==> src/rtl/clkmode_ctrl.sv <==
module clkmode_ctrl #(
  parameter int FAST_DIV     = 2,
  parameter int SLOW_DIV     = 8,
  parameter int SUB_DIV      = 4,
  parameter int SETTLE_TICKS = 1024
) (
  input  logic       clk,
  input  logic       rst_n,
  input  logic       sub_tick,
  input  logic       wr_en,
  input  logic [1:0] wr_addr,
  input  logic [7:0] wr_data,
  input  logic [1:0] rd_addr,
  output logic [7:0] rd_data,
  input  logic       halt_req,
  input  logic       stop_req,
  input  logic       wake,
  output logic       cpu_ce,
  output logic       periph_ce,
  output logic       sub_periph_ce,
  output logic       main_osc_run,
  output logic       sub_osc_run,
  output logic       fb_res_off,
  output logic       halted,
  output logic       stopped
);
  localparam int DW = (SLOW_DIV > 2) ? $clog2(SLOW_DIV) : 1;
  localparam int SW = (SUB_DIV > 2) ? $clog2(SUB_DIV) : 1;
  localparam int CW = $clog2(SETTLE_TICKS + 1);
  localparam logic [DW-1:0] FAST_LIM = DW'(FAST_DIV - 1);
  localparam logic [DW-1:0] SLOW_LIM = DW'(SLOW_DIV - 1);
  localparam logic [SW-1:0] SUB_LIM  = SW'(SUB_DIV - 1);
  localparam logic [CW-1:0] SET_LIM  = CW'(SETTLE_TICKS - 1);

  typedef enum logic [1:0] {S_RUN, S_HALT, S_STOP, S_SETTLE} mode_t;

  mode_t         state;
  logic [6:0]    ctl;
  logic          mstop, sstop, fb, use_sub, x4;
  logic [DW-1:0] div;
  logic [SW-1:0] scnt;
  logic [CW-1:0] settle;
  logic          sub_live, main_hit, sub_hit;
  logic [DW-1:0] lim;

  assign sub_live      = sub_tick & ~sstop;
  assign lim           = ctl[1] ? SLOW_LIM : FAST_LIM;
  assign main_hit      = div >= lim;
  assign sub_hit       = sub_live & (x4 | (scnt == SUB_LIM));
  assign main_osc_run  = rst_n & ~mstop & (state != S_STOP);
  assign sub_osc_run   = ~sstop;
  assign periph_ce     = main_osc_run & (state != S_SETTLE);
  assign sub_periph_ce = sub_live;
  assign fb_res_off    = fb;
  assign halted        = state == S_HALT;
  assign stopped       = state == S_STOP;
  assign cpu_ce        = (state == S_RUN) & (use_sub ? sub_hit : (main_hit & main_osc_run));

  always_comb begin
    case (rd_addr)
      2'd0:    rd_data = {mstop, ctl};
      2'd1:    rd_data = {6'd0, fb, sstop};
      2'd2:    rd_data = {3'd0, use_sub, 4'd0};
      default: rd_data = {7'd0, x4};
    endcase
  end

  always_ff @(posedge clk or negedge rst_n) begin
    if (!rst_n) begin
      ctl     <= 7'h02;
      mstop   <= 1'b0;
      sstop   <= 1'b0;
      fb      <= 1'b0;
      use_sub <= 1'b0;
      x4      <= 1'b0;
    end else if (wr_en) begin
      case (wr_addr)
        2'd0: begin
          ctl   <= wr_data[6:0];
          mstop <= wr_data[7] & use_sub;
        end
        2'd1: begin
          fb <= wr_data[1];
          if (!use_sub) sstop <= wr_data[0];
        end
        2'd2: if (wr_data[4] ? !sstop : !mstop) use_sub <= wr_data[4];
        default: x4 <= wr_data[0];
      endcase
    end
  end

  always_ff @(posedge clk or negedge rst_n) begin
    if (!rst_n) begin
      state  <= S_RUN;
      settle <= '0;
    end else begin
      case (state)
        S_RUN: begin
          if (stop_req && !use_sub) state <= S_STOP;
          else if (halt_req)        state <= S_HALT;
        end
        S_HALT: if (wake) state <= S_RUN;
        S_STOP: begin
          settle <= '0;
          if (wake) state <= S_SETTLE;
        end
        default: begin
          if (settle == SET_LIM) state <= S_RUN;
          else settle <= settle + 1'b1;
        end
      endcase
    end
  end

  always_ff @(posedge clk or negedge rst_n) begin
    if (!rst_n) begin
      div  <= '0;
      scnt <= '0;
    end else begin
      if (state != S_RUN || use_sub) div <= '0;
      else div <= main_hit ? '0 : div + 1'b1;
      if (state != S_RUN || !use_sub) scnt <= '0;
      else if (sub_live) scnt <= (x4 || scnt == SUB_LIM) ? '0 : scnt + 1'b1;
    end
  end
endmodule


==> config.mk <==
export PLATFORM = sky130hd
export DESIGN_NAME = clkmode_ctrl
export DESIGN_NICKNAME = d
export VERILOG_FILES = /design/src/rtl/clkmode_ctrl.sv
export SDC_FILE = /design/constraint.sdc
export NUM_CORES = 1
export LEC_CHECK = 0
export ABC_AREA = 1
export BUFFER_PORTS_ARGS = -buffer_cell sky130_fd_sc_hd__clkbuf_2
export CAP_MARGIN = 20
export CELL_PAD_IN_SITES_DETAIL_PLACEMENT = 0
export CELL_PAD_IN_SITES_GLOBAL_PLACEMENT = 2
export CORE_MARGIN = 2
export CORE_UTILIZATION = 30
export CTS_BUF_LIST = sky130_fd_sc_hd__clkbuf_4
export CTS_CLUSTER_SIZE = 16
export DETAILED_ROUTE_END_ITERATION = 6
export PLACE_DENSITY_LB_ADDON = 0.3
export RECOVER_POWER = 50
export SKIP_LAST_GASP = 1
export SYNTH_ARGS = -nofsm -noshare
export SYNTH_HDL_FRONTEND = slang
export SYNTH_SLANG_ARGS = --single-unit
==> constraint.sdc <==
create_clock -name clk -period 1.7 [get_ports clk]
set_input_delay 0.425 -clock clk [delete_from_list [all_inputs] [get_ports clk]]
set_output_delay 0.425 -clock clk [all_outputs]
set_load 0.005 [all_outputs]
Word level (Yosys, flattened, before mapping)
Cells that the tools add are included.

Register bits: 30. Latch bits: 0. Memory bits (writable): 0. ROM bits: 0. Input bits: 19. Output and inout bits: 16. Logic and storage cells: 81. Memories kept: 0.

Add/sub/neg operators: 3. Multipliers: 0. Divide/modulo/power cells: 0. Magnitude comparators: 1. Equality and inequality tests: 14. Shift operators: 0. Mux-type cells: 17. Bitwise logic cells: 14. Reductions and logical operators: 22.

Operator list (number): case mux 8 bit (3 select lines) (1); case mux 11 bit (2 select lines) (1); 2-to-1 mux 2 bit (8); adder 11 x 1 -> 11 bit (second input constant) (1); == test 11 x 10 -> 1 bit (second input constant) (1); 2-to-1 mux 11 bit (1); != test 2 bit (second input constant) (5); 2-to-1 mux 3 bit (3); AND 1 bit (8); == test 2 bit (second input constant) (4); AND reduction 2 bit (4); == test 2 x 1 -> 1 bit (second input constant) (3); logical NOT 2 bit (3); case mux 2 bit (3 select lines) (1); AND reduction 3 bit (2); inverter 1 bit (5); AND reduction 4 bit (1); nonzero test 2 bit (2); nonzero test 4 bit (1); adder 3 x 1 -> 3 bit (second input constant) (1); >= comparator 3 bit (1); logical NOT 1 bit (3); logical OR 1 bit (3); != test 3 x 2 -> 1 bit (second input constant) (1); other kinds (6) (7).

Logic depth before layout (Yosys ltp)
Depth after elaboration: 6. Gate-level depth with buffers: 9. Mapped depth without buffers: 9.

Worst setup path after synthesis
No wires, ideal clock.

Path kind: reg-to-output. Start point: reg state[0]. End point: out cpu_ce. Arrival: 1.279 ns. Data required time: 1.275 ns. Slack: -0.004 ns. Stages on the path, launching flop included: 9. Path buffers: 1. Cell sequence: dfrtp_1 > inv_1 > ha_1 > buf_2 > inv_1 > nand3_1 > inv_1 > nand4_1 > o31ai_1.

Longest elaborated chain between the ends: 5. Elaborated cells on any way between the ends: 6. Classes of those cells: 1 x eq/ne; 1 x mux; 3 x bitwise; 1 x reduce/logical.

RTL lines: from (decl) (RTL line 37) `mode_t state;`; from (signal assigned) (RTL line 94) `state <= S_RUN;`; from (signal assigned) (RTL line 99) `if (stop_req && !use_sub) state <= S_STOP;`; from (signal assigned) (RTL line 100) `else if (halt_req) state <= S_HALT;`; != test 2 bit (RTL line 50) `assign main_osc_run = rst_n & ~mstop & (state != S_STOP);`; AND 1 bit (RTL line 50); named net main_osc_run (RTL line 21) `output logic main_osc_run,`; AND 1 bit (RTL line 57) `assign cpu_ce = (state == S_RUN) & (use_sub ? sub_hit : (main_hit & main_osc_run));`; 2-to-1 mux 1 bit (RTL line 57); AND 1 bit (RTL line 57); to (decl) (RTL line 18) `output logic cpu_ce,`.

The timed path passes the listed nets, and every way through them passes these cells.

Worst setup path after layout
Start point: reg ctl[1]. End point: out cpu_ce.

Longest elaborated chain between the ends: 5.

RTL lines: from (decl) (RTL line 38) `logic [6:0] ctl;`; from (signal assigned) (RTL line 79) `ctl <= wr_data[6:0];`; 2-to-1 mux 3 bit (RTL line 47) `assign lim = ctl[1] ? SLOW_LIM : FAST_LIM;`; >= comparator 3 bit (RTL line 48) `assign main_hit = div >= lim;`; AND 1 bit (RTL line 57); 2-to-1 mux 1 bit (RTL line 57); AND 1 bit (RTL line 57).

Every way passes these cells.

==> metrics.csv <==
metric,value,unit
DP HPWL,3210,um
Synth cell types,24,
maximum VDD drop,0.000443,V
final antenna diode count,0,
DRT iter0 DRCs,49,
fmax,480,MHz
"Reg clk slew, reported paths",0.10,ns
peak fanout along the critical path,3,
Total GRT Usage,14.8,%
remaining global-route overflow,0,
top cell type's share of synthesized area,41.6,%
Startpoint Class,register,
nets,318,
routability cong.,0.734,
"Clk Latency, worst-skew pair",0.34,ns
Initial DRT Pass Iterations,4,
pwr dens,1090,mW/mm2
cell taking the most area after synthesis,dfrtp_1,
Synth Instances,235,
layout cells sized above 1,28.2,%
area delta synth->final,31.2,%
full die area,0.00644,mm2
class of the most critical setup path,register to output pin,
max incr delay on CP,0.57,ns
worst endpoint required time,1.27,ns
Max Clock Skew,0.0121,ns
slowest CP cell,dfstp_2,
Yosys reg bits,30,
"top cells by area, synth","dfrtp_1 42%, nand2_1 15%, nand3_1 7.5%",
initial antenna violation count,0,
YS warnings,0,
die extent in x,80.2,um
Die Y,80.2,um
XOR/XNOR Fraction of Synth Area,2.51,%
Max-slew headroom,46.5,%
H-tree Lvls,2,
Inserted Clock Buffers,5,
hold buffers post-CTS,0,
Main synth FF type,dfrtp_1,
Hold Fails Final Rpt,0,
Initial Utilization,31.3,%
# DRC,0,
final setup violation count,4,
Via-to-Cell Ratio,4.48,
Synth Area in Compound Gates,5.74,%
failing checks,negative setup slack,
largest net degree at the start of global routing,31,
ratio of final minimum period to clock period,123,%
Mapped Area,0.00174,mm2
vias in the first global route,1595,
largest family of logic cells by synthesized area,simple AND/OR/NAND/NOR gates,
row count,27,
# port buffers,34,
setup TNS after final layout,-0.688,ns
vias,1626,
Worst Path Arrival,1.66,ns
Syn Area/Cell,7.42,um2
post-synthesis mux area share,0.574,%
crit path time final,2.09,ns
maxcap violations,0,
Worst-Margin Slew,0.802,ns
core area,0.00557,mm2
hold crit path type,input port to register,
global-route wire length before repair,7310,um
post-route ant nets,0,
status,finished with violations,
clk sink count,30,
CP Capture Type,output pin,
drt total wl,4360,um
RSZ-0062 raised after global routing,true,
Synth Net Count,263,
Final WS setup,-0.385,ns
Setup WS pre-CTS,-0.0840,ns
asr flop ratio synth,100,%
fillcell total,591,
adder-cell share of the synthesized area,6.46,%
drt wl/cell,12.0,um
root buf cell,clkbuf_4,
Post-synth EDFFs,0,
CP cell instances,inv_4 > ha_4 > a21oi_2 > nand2_1 > nand4_1 > o31ai_1 > buf_2,
clk buf depth,2,
"Slew Viols, Final",0,
Leakage,0.00118,uW
post-synthesis sequential area ratio,43.1,%
Reg2Reg Setup Slack,0.10,ns
CTS tree,done,
Post-Synth Simple-Gate Area,33.7,%
num ports,35,
## flip-flops by register name (all words and copies together) (netlist names)
register    cells
state           2
settle         11
fb_res_off      1
ctl             7
x4              1
scnt            2
div             3
use_sub         1
sstop           1
mstop           1
## placed cells by master (no fill, tap or decap), types with 3 or more instances in the layout
cell,count
nand4_1,4
nand2_1,67
nor2_1,31
nand3_1,24
inv_1,25
inv_2,3
ha_1,4
nand2_2,3
buf_4,12
ha_4,4
xor2_1,3
o21ai_0,13
clkbuf_4,6
dfrtp_1,29
clkbuf_2,32
## cells by family after synthesis
| logic type | count (synthesis) |
|---|---|
| adder cells (fa/ha/maj) | 9 |
| flip-flops | 30 |
| AO/OA/AOI/OAI | 19 |
| AND/OR/NAND/NOR | 137 |
| XOR/XNOR | 5 |
| buffers and inverters | 34 |
| multiplexers | 1 |
## area by class of cell
class	count	area, um2	share of cell area, %
clock buffer	6	45.0	1.97
sequential	30	752	32.9
multi-input combinational	171	942	41.2
tap	72	90.1	3.94
inverter	31	126	5.53
timing repair buffer	51	322	14.1
clock inverter	2	8.76	0.383
## routing by layer
metal  GRT usage (%)  up-vias  wire length, um
met5               0        -                0
met4            6.10        0               59
met3            3.37        5              215
met2            25.0       36             2130
met1            17.9      729             1950
li1                -      856                -
## where the power goes
group | internal, uW | switching [uW] | total (uW)
sequential | 847 | 107 | 954
combinational | 497 | 615 | 1110
clock | 171 | 262 | 434
## through the flow
step	cell area [um2]	power [uW]	utilization, %	std cells	hold slack, ns
finish	2290	2500	41.0	363	0.290
global route	2290	2710	41.0	363	0.293
CTS	2220	2460	39.9	359	0.169
detailed placement	2080	1960	37.4	349	0.472
global placement	2080	1960	37.4	349	0.467
floorplan	1740	1550	-	235	0.129
## final timing paths
kind,from,cells after the start,to
worst max register to register,state[1]$_DFFE_PN0P_,9,settle[1]$_DFFE_PN0P_
worst min register to register,scnt[0]$_DFFE_PN0P_,1,scnt[0]$_DFFE_PN0P_
worst max-delay path,ctl[1]$_DFFE_PN1P_,7,cpu_ce
worst min-delay path,wr_data[1],3,ctl[1]$_DFFE_PN1P_
min in group asynchronous,rst_n,2,settle[9]$_DFFE_PN0P_
max in group asynchronous,rst_n,2,settle[3]$_DFFE_PN0P_
## cell usage after synthesis (2+ instances only)
master / count
buf_2: 3
nand3_1: 26
nand2_2: 2
ha_1: 9
nand2_1: 68
xnor2_1: 2
nor2_2: 2
inv_1: 29
a21oi_1: 2
nor2_1: 32
dfrtp_1: 29
o21ai_0: 14
nand4_1: 4
xor2_1: 3
## timing repair
action | CTS | global route
resized for setup | 17 | 10
buffers inserted | 2 | 4
endpoints found under the hold margin | 0 | 0
setup endpoints to repair | 5 | 16
pin swaps | 5 | 2
## critical path, delay by kind of cell (launching register included)
kind            cells  cell delay, ns
compound gates      2            0.20
fa+ha+maj           1            0.24
buf+inv             2            0.18
flops               1            0.57
simple gates        2            0.13
Note: power is estimated with default switching activity, not from simulation.
